==> config.mk <==
export PLATFORM = sky130hd
export DESIGN_NAME = psram_pd_ctrl
export DESIGN_NICKNAME = d
export VERILOG_FILES = /design/src/rtl/psram_pd_pkg.sv /design/src/rtl/ce2_edge_sync.sv /design/src/rtl/pd_mode_ctrl.sv /design/src/rtl/tile_valid_map.sv /design/src/rtl/psram_pd_ctrl.sv
export SDC_FILE = /design/constraint.sdc
export NUM_CORES = 1
export LEC_CHECK = 0
export BUFFER_PORTS_ARGS = -buffer_cell sky130_fd_sc_hd__buf_2
export CAP_MARGIN = 20
export CORE_MARGIN = 5
export CORE_UTILIZATION = 32
export CTS_BUF_LIST = sky130_fd_sc_hd__clkbuf_16
export DETAILED_ROUTE_END_ITERATION = 12
export PLACE_DENSITY = 0.54
export SLEW_MARGIN = 40
export SYNTH_ARGS = -nofsm -noshare
export SYNTH_HDL_FRONTEND = slang
export SYNTH_SLANG_ARGS = --single-unit
==> constraint.sdc <==
create_clock -name clk -period 3.4 [get_ports clk]
set_input_delay 0.51 -clock clk [delete_from_list [all_inputs] [get_ports clk]]
set_output_delay 0.51 -clock clk [all_outputs]
set_load 0.01 [all_outputs]
==> src/rtl/psram_pd_pkg.sv <==
package psram_pd_pkg;
  typedef enum logic [1:0] {
    RET_NONE = 2'b00,
    RET_1M   = 2'b01,
    RET_2M   = 2'b10,
    RET_4M   = 2'b11
  } ret_mode_e;
endpackage

==> src/rtl/ce2_edge_sync.sv <==
module ce2_edge_sync (
  input  logic clk,
  input  logic rst,
  input  logic pin,
  output logic fall,
  output logic rise
);
  logic s1_q, s2_q, prev_q;

  always_ff @(posedge clk) begin
    if (rst) begin
      s1_q   <= 1'b1;
      s2_q   <= 1'b1;
      prev_q <= 1'b1;
    end else begin
      s1_q   <= pin;
      s2_q   <= s1_q;
      prev_q <= s2_q;
    end
  end

  assign fall = prev_q & ~s2_q;
  assign rise = ~prev_q & s2_q;
endmodule

==> src/rtl/pd_mode_ctrl.sv <==
module pd_mode_ctrl
  import psram_pd_pkg::*;
#(
  parameter int ADDR_W    = 23,
  parameter int PART_LOG2 = 20
) (
  input  logic            clk,
  input  logic            rst,
  input  logic            fall,
  input  logic            rise,
  input  logic            cfg_load,
  input  logic [1:0]      cfg_mode,
  input  logic            cfg_ra,
  output logic            power_down,
  output logic            stby_rst,
  output logic            inval,
  output logic [ADDR_W:0] keep_lim
);
  localparam int LW = ADDR_W + 1;

  ret_mode_e mode_q;
  logic      ra_q, pd_q, stby_q;

  always_ff @(posedge clk) begin
    if (rst) begin
      mode_q <= RET_NONE;
      ra_q   <= 1'b1;
      pd_q   <= 1'b0;
      stby_q <= 1'b0;
    end else begin
      stby_q <= fall & ~ra_q & ~pd_q;
      if (fall && ra_q) pd_q <= 1'b1;
      else if (rise)    pd_q <= 1'b0;
      if (cfg_load && !pd_q) begin
        mode_q <= ret_mode_e'(cfg_mode);
        ra_q   <= cfg_ra;
      end
    end
  end

  always_comb begin
    case (mode_q)
      RET_1M:  keep_lim = LW'(1) << PART_LOG2;
      RET_2M:  keep_lim = LW'(1) << (PART_LOG2 + 1);
      RET_4M:  keep_lim = LW'(1) << (PART_LOG2 + 2);
      default: keep_lim = '0;
    endcase
  end

  assign inval      = fall & ra_q & ~pd_q;
  assign power_down = pd_q;
  assign stby_rst   = stby_q;

  assert_stby_one_cycle_R3: assert property (@(posedge clk) disable iff (rst)
    stby_q |=> !stby_q);
  assert_stby_not_pd_R3: assert property (@(posedge clk) disable iff (rst)
    stby_q |-> !pd_q);
  assert_cfg_frozen_R4: assert property (@(posedge clk) disable iff (rst)
    (pd_q && $past(pd_q)) |-> ($stable(mode_q) && $stable(ra_q)));
  assert_pd_needs_ra_R2: assert property (@(posedge clk) disable iff (rst)
    $rose(pd_q) |-> ra_q);
  assert_pd_holds_R2: assert property (@(posedge clk) disable iff (rst)
    (pd_q && !rise) |=> pd_q);
endmodule

==> src/rtl/tile_valid_map.sv <==
module tile_valid_map #(
  parameter int ADDR_W    = 23,
  parameter int TILE_LOG2 = 14
) (
  input  logic              clk,
  input  logic              rst,
  input  logic              inval,
  input  logic [ADDR_W:0]   keep_lim,
  input  logic              wr_en,
  input  logic [ADDR_W-1:0] wr_addr,
  input  logic [ADDR_W-1:0] q_addr,
  output logic              retained
);
  localparam int TB = ADDR_W - TILE_LOG2;
  localparam int NT = 1 << TB;
  localparam int LW = ADDR_W + 1;

  logic [NT-1:0] valid_q;
  logic [TB-1:0] wr_tile, q_tile;
  logic          ret_q;

  assign wr_tile = wr_addr[ADDR_W-1:TILE_LOG2];
  assign q_tile  = q_addr[ADDR_W-1:TILE_LOG2];

  logic unused_low;
  assign unused_low = ^{wr_addr[TILE_LOG2-1:0], q_addr[TILE_LOG2-1:0]};

  for (genvar t = 0; t < NT; t++) begin : g_tile
    localparam logic [LW-1:0] TBASE = LW'(t) << TILE_LOG2;
    always_ff @(posedge clk) begin
      if (rst)
        valid_q[t] <= 1'b0;
      else if (inval && (TBASE >= keep_lim))
        valid_q[t] <= 1'b0;
      else if (wr_en && (wr_tile == TB'(t)))
        valid_q[t] <= 1'b1;
    end
  end

  always_ff @(posedge clk) begin
    if (rst) ret_q <= 1'b0;
    else     ret_q <= valid_q[q_tile];
  end

  assign retained = ret_q;

  assert_none_clears_all_R5: assert property (@(posedge clk) disable iff (rst)
    (inval && keep_lim == '0) |=> (valid_q == '0));
  assert_write_sets_R7: assert property (@(posedge clk) disable iff (rst)
    (wr_en && !inval) |=> valid_q[$past(wr_tile)]);
endmodule

==> src/rtl/psram_pd_ctrl.sv <==
module psram_pd_ctrl #(
  parameter int ADDR_W    = 23,
  parameter int TILE_LOG2 = 14,
  parameter int PART_LOG2 = 20
) (
  input  logic              clk,
  input  logic              rst,
  input  logic              ce2_pin,
  input  logic              cfg_load,
  input  logic [1:0]        cfg_mode,
  input  logic              cfg_ra,
  input  logic              wr_notify,
  input  logic [ADDR_W-1:0] wr_addr,
  input  logic [ADDR_W-1:0] q_addr,
  output logic              power_down,
  output logic              async_standby_reset,
  output logic              retained
);
  logic            fall, rise, inval;
  logic [ADDR_W:0] keep_lim;

  ce2_edge_sync i_sync (
    .clk(clk), .rst(rst), .pin(ce2_pin), .fall(fall), .rise(rise)
  );

  pd_mode_ctrl #(.ADDR_W(ADDR_W), .PART_LOG2(PART_LOG2)) i_mode (
    .clk(clk), .rst(rst), .fall(fall), .rise(rise),
    .cfg_load(cfg_load), .cfg_mode(cfg_mode), .cfg_ra(cfg_ra),
    .power_down(power_down), .stby_rst(async_standby_reset),
    .inval(inval), .keep_lim(keep_lim)
  );

  tile_valid_map #(.ADDR_W(ADDR_W), .TILE_LOG2(TILE_LOG2)) i_map (
    .clk(clk), .rst(rst), .inval(inval), .keep_lim(keep_lim),
    .wr_en(wr_notify & ~power_down), .wr_addr(wr_addr),
    .q_addr(q_addr), .retained(retained)
  );

  assert_reset_quiet_R1: assert property (@(posedge clk)
    $past(rst) |-> (!power_down && !async_standby_reset && !retained));
endmodule

==> results of run 1 <==
## area by class of cell
cell class	count	area, sq um
multi-input combinational	1444	9310
timing repair buffer	130	1060
tap	846	1060
inverter	7	26.3
clock buffer	57	1430
sequential	521	10400
fill	6300	39500
antenna	2	5.00
clock inverter	40	246
## cells in the mapped netlist, drive strengths merged, types with 9 or more instances
library cell	n	area share
nand2	23	0.0042
clkbuf	139	0.026
mux2i	54	0.027
dfxtp	521	0.51
a21oi	531	0.13
mux2	9	0.0050
o221ai	19	0.0085
nor3	33	0.0081
buf	48	0.014
nor2	549	0.10
nor4	17	0.0068
mux4	109	0.12
a22oi	23	0.0087
nand2b	10	0.0031
o22ai	10	0.0031
## critical path, cell delays in order
cell and delay [ns]:
buf_4 0.39, buf_12 0.28, mux4_2 0.52, mux4_2 0.45, mux4_2 0.52, nand3_1 0.13, o221ai_2 0.09
## how the worst max path moves through the flow
stage	start	to	cells past startpoint
2_1_floorplan	q_addr[14]	i_map.retained	9
3_3_place_gp	q_addr[15]	i_map.retained	7
3_5_place_dp	q_addr[15]	i_map.retained	7
4_1_cts	q_addr[15]	i_map.retained	7
5_1_grt	q_addr[14]	i_map.retained	10
6_report	q_addr[15]	i_map.retained	7
## cell families after synthesis
group           count (synthesis)  share of synthesized area
simple gates                  664                      0.134
compound gates                608                      0.160
flops                         521                      0.512
buf+inv                       194                     0.0412
mux                           172                      0.152
## layer usage
metal | GRT usage | vias to the layer above | wire length, microns
met5 | 0 | - | 70
met4 | 0.0558 | 10 | 2020
met3 | 0.0392 | 137 | 4410
met2 | 0.274 | 533 | 27500
met1 | 0.230 | 7868 | 26700
li1 | - | 7579 | -
## sequential cells by signal, summed over array words and instances (netlist names)
register           flops
i_sync.prev_q          1
i_mode.stby_rst        1
i_sync.s2_q            1
i_mode.ra_q            1
i_map.retained         1
i_mode.power_down      1
i_sync.s1_q            1
i_mode.mode_q          2
i_map.valid_q        512
## metrics by stage
step                cells  area [sq um]  setup slack [ns]  utilization  total power [W]
floorplan            2159         20400             0.843            -          0.00669
global placement     2948         21900             0.333        0.347          0.00695
detailed placement   2948         21900             0.316        0.347          0.00696
CTS                  3045         23500             0.953        0.373           0.0126
global route         3046         23600             0.844        0.373           0.0129
finish               3047         23600             0.974        0.373           0.0125
## where the power goes
group,switching [W],internal [W],total (W),leakage [nW]
registers,0.00000930,0.00612,0.00613,4.20
clock network,0.00242,0.00322,0.00564,0.859
logic,0.000510,0.000198,0.000708,3.36
==> flow_summary.toml, run 1 <==
[route]
routed_wl_microns = 60700
drc = 0
drt-vias-per-instance = 5.29
drt_pass1_iterations = 5
routedWlPerCell_microns = 19.9
drtAntennaViolNets = 0
vias = 16100
drt-initial-drc-count = 1298

[floorplanning]
die_h_microns = 262
die_w_microns = 262
num_rows = 92
dieArea_sq_mm = 0.0688
pin_count = 57
initial_core_util = 0.323
core_sq_mm = 0.0631

[global_route]
grtUsageTotal = 0.171
grt_pass1_vias = 16000
grt-ovfl-total = 0
antenna_found_initial = 9
grt_pass1_wl_microns = 94200
grt_max_degree = 89

[logic_synthesis]
yosysSeqAreaShare = 0.512
syn_inst = 2159
synth_cell_types = 52
ys_seq_elements = 521
ys_warn_count = 0
synthFlopType = "dfxtp_1"
synth.avg_cell_area_sq_um = 9.43
ys_async_sr_fraction = 0
synth_edf_count = 0
syn-cell-area_sq_mm = 0.0204
synthesis.nets = 2213

[placement]
dpl.hpwl_microns = 37000
place.port_buffers = 28
place.gp.congestion = 0.771

[cts]
cts.clk_slew.worst_paths_ns = 0.06
cts_tree = "built"
cts.sinks = 521
insertion_delay_ns = 0.60
cts_resized = 0
cts-htree-levels = 2
cts_inserted_buffers = 54
cts_root_buffer = "clkbuf_16"
postCtsHoldBufs = 0
post_cts.repair.setup_buffers = 0
cts_buffer_depth = 3

[hold_path]
hold_depth = 2
hold_class = "input port to flop"
hold_start = "ce2_pin"
hold_end = "i_sync.s1_q"

[setup_path]
worstSetupEndpointType = "flop"
worstPathMaxFanout = 30
crit-reg2reg-launch = "i_map.valid_q[395]"
start_kind = "input port"
r2r_cells = 7
crit_required_ns = 3.88
arrival_ns = 2.90
r2r_setup_slack_ns = 1.09
setup.worst_path.class = "input port to flop"
r2r-end = "i_map.retained"

[cells_and_area]
layout-drive-gt1-share = 0.167
final_cell_mix = "544 x nor2_1, 531 x a21oi_1, 521 x dfxtp_1"
final_common_cell = "nor2_1"
syn_to_final_growth_pct = 15.7
nets = 2212

[sta]
rsz0062_at_grt = "false"
finalSetupTns_ns = 0
fin_worst_skew_ns = 0.0165
max_slew_margin = 0.483
finalHoldViolations = 0
tightest_slew_ns = 0.776
finalMaxSlewViolations = 0
max_freq_ghz = 0.412
worst_hold_slack_ns = 0.121
finalCritPeriodShare = 0.714
finalCriticalPeriod_ns = 2.43
setup_violations = 0

[power_and_ir_drop]
power_leakage_nw = 8.42
power.density_mw_per_mm2 = 529
max-vdd-ir-drop_mv = 0.359

[run_status]
status = "finished clean"

[run]
cap_violations = 0
(Power assumes the default switching activity.)
==> inputs of run 2 (changes only) <==
- ABC_AREA: unset -> 1
- PLACE_DENSITY: 0.54 -> 0.55
- clock period: 3.4 -> 2.04 ns (I/O delays scaled with it)
==> flow_summary.toml, run 2 <==
[power_and_ir_drop]
max-vdd-ir-drop_mv = 0.648
power_leakage_nw = 9.05
p_total_w = 0.0220
power.density_mw_per_mm2 = 796

[sta]
finalMaxSlewViolations = 0
fin_worst_skew_ns = 0.0178
worst_hold_slack_ns = 0.0567
tightest_slew_ns = 0.455
finalCriticalPeriod_ns = 1.89
rsz0062_at_grt = "false"
finalHoldViolations = 0
setup_violations = 0
finalCritPeriodShare = 0.925
max_slew_margin = 0.696
max_freq_ghz = 0.530

[cts]
cts_inserted_buffers = 57
cts.sinks = 521
post_cts.repair.setup_buffers = 0
cts_tree = "built"
cts_root_buffer = "clkbuf_16"
cts_buffer_depth = 3
cts_resized = 0
cts-htree-levels = 2
insertion_delay_ns = 0.62
postCtsHoldBufs = 7
cts.clk_slew.worst_paths_ns = 0.06

[logic_synthesis]
ys_async_sr_fraction = 0
yosys.area.top_type_share = 0.443
synth_edf_count = 0
ys_seq_elements = 521
yosysSeqAreaShare = 0.443
ys_warn_count = 0
yosysTopAreaCell = "dfxtp_1"
synth_cell_types = 21
synth_area_leaders = "dfxtp_1 44%, nand2_1 14%, a21oi_1 13%"
synthesis.nets = 3633
yosysMostFrequentCell = "nand2_1"
synth.avg_cell_area_sq_um = 6.57
syn-cell-area_sq_mm = 0.0235
synthFlopType = "dfxtp_1"
ys_top_cells_by_count = "877 x nand2_1, 603 x a21oi_1, 521 x dfxtp_1"
syn_inst = 3579

[route]
drt-initial-drc-count = 1769
drt-vias-per-instance = 4.87
routedWlPerCell_microns = 17.1
routed_wl_microns = 78500
drt_pass1_iterations = 7
drtAntennaViolNets = 0
drc = 0
vias = 22400

[setup_path]
r2r_cells = 9
r2r_setup_slack_ns = 0.15
worstPathMaxFanout = 26
crit-reg2reg-launch = "i_sync.s2_q"
path_cells = "inv_1, nand3_1, nor2_1, inv_1, or2_2, o211ai_1, buf_12, buf_12, a21oi_1"
cp_slowest_cell = "or2_2"
start_kind = "flop"
worstSetupEndpointType = "flop"
setup.worst_path.class = "flop to flop"
crit_required_ns = 2.54
arrival_ns = 2.38
max_stage_delay_ns = 0.33
r2r-end = "i_map.valid_q[224]"

[placement]
place.port_buffers = 28
dpl.hpwl_microns = 48500
place.gp.congestion = 0.821

[cells_and_area]
antenna_cells = 0
nets = 3649
multi_input_area_sq_mm = 0.0101
n_fill_cell = 7834
syn_to_final_growth_pct = 17.6
final_cell_mix = "875 x nand2_1, 603 x a21oi_1, 522 x inv_1"
largestRegisters = "i_map.valid_q (512), i_mode.mode_q (2)"
layout-drive-gt1-share = 0.0789
largest_reg_flops = 512
final_common_cell = "nand2_1"
top_register = "i_map.valid_q"
ff_latch_area_sq_mm = 0.0104

[floorplanning]
dieArea_sq_mm = 0.0790
num_rows = 99
die_w_microns = 281
pin_count = 57
core_sq_mm = 0.0730
initial_core_util = 0.322
die_h_microns = 281

[run]
cap_violations = 0

[hold_path]
hold_depth = 4
hold_end = "i_mode.ra_q"
hold_class = "input port to flop"
hold_start = "cfg_load"

[global_route]
grtUsageTotal = 0.194
grt-ovfl-total = 0
grt_max_degree = 75
grt_pass1_vias = 20800
antenna_found_initial = 1
grt_pass1_wl_microns = 122000

[run_status]
status = "finished clean"
==> run 2: cell count changes after synthesis, sizes merged, moves of 72 or more <==
cell and change:
mux4 -109, a21oi +72, nand2 +854, o21ai +89
nor2 -247, inv +506, nand3 +406
==> run 2: kinds of logic (layout without fill, tap and decap cells) <==
logic type	count (synthesis)	after routing	share of synthesized area
DFF	521	521	0.443
AOI/OAI and AO/OA	699	699	0.149
buffers and inverters	763	823	0.130
and+or+nand+nor	1596	1596	0.277
==> run 2: critical path: cells and delay by family (launching register included) <==
kind	cells	cell delay [ns]
AO/OA/AOI/OAI	2	0.23
buffers and inverters	4	0.65
flip-flops	1	0.30
AND/OR/NAND/NOR	3	0.53
==> run 2: area by class of cell <==
type                       count  area share
tap                          959      0.0434
inverter                     513      0.0699
sequential                   521       0.377
multi-input combinational   2295       0.364
timing repair buffer         207      0.0839
clock inverter                44     0.00868
clock buffer                  59      0.0534
==> run 2: worst max path at each step <==
stage                         endpoint  cells past startpoint         from  slack, ns
CTS                 i_map.valid_q[224]                      9  i_sync.s2_q       0.13
floorplan               i_map.retained                     14   q_addr[15]       0.43
global placement        i_map.retained                     16   q_addr[14]      -0.02
global route        i_map.valid_q[224]                      9  i_sync.s2_q       0.03
detailed placement      i_map.retained                     16   q_addr[14]     -0.008
finish              i_map.valid_q[224]                      9  i_sync.s2_q       0.15
==> run 2: metal layers <==
layer	part of all wire	wire length (microns)	GRT usage
met1	0.47	36800	0.274
met3	0.055	4330	0.0238
met4	0.029	2280	0.0595
met5	0.00017	13	0
met2	0.45	35100	0.311
==> run 2: where the power goes <==
part | switching (W) | internal (W) | total (W)
Sequential | 0.0000128 | 0.0102 | 0.0102
Clock | 0.00429 | 0.00542 | 0.00971
Combinational | 0.00145 | 0.000638 | 0.00209
Total | 0.00576 | 0.0163 | 0.0220
==> run 2: metrics by stage <==
| stage | instances | util | setup TNS, ns | worst slack [ns] | instance area, sq um |
|---|---|---|---|---|---|
| 2_1_floorplan | 3579 | - | 0 | 0.429 | 23500 |
| 3_3_place_gp | 4488 | 0.355 | -0.0231 | -0.0231 | 25900 |
| 3_5_place_dp | 4488 | 0.355 | -0.00794 | -0.00794 | 25900 |
| 4_1_cts | 4598 | 0.379 | 0 | 0.129 | 27700 |
| 5_1_grt | 4598 | 0.379 | 0 | 0.0288 | 27700 |
| 6_report | 4598 | 0.379 | 0 | 0.153 | 27700 |
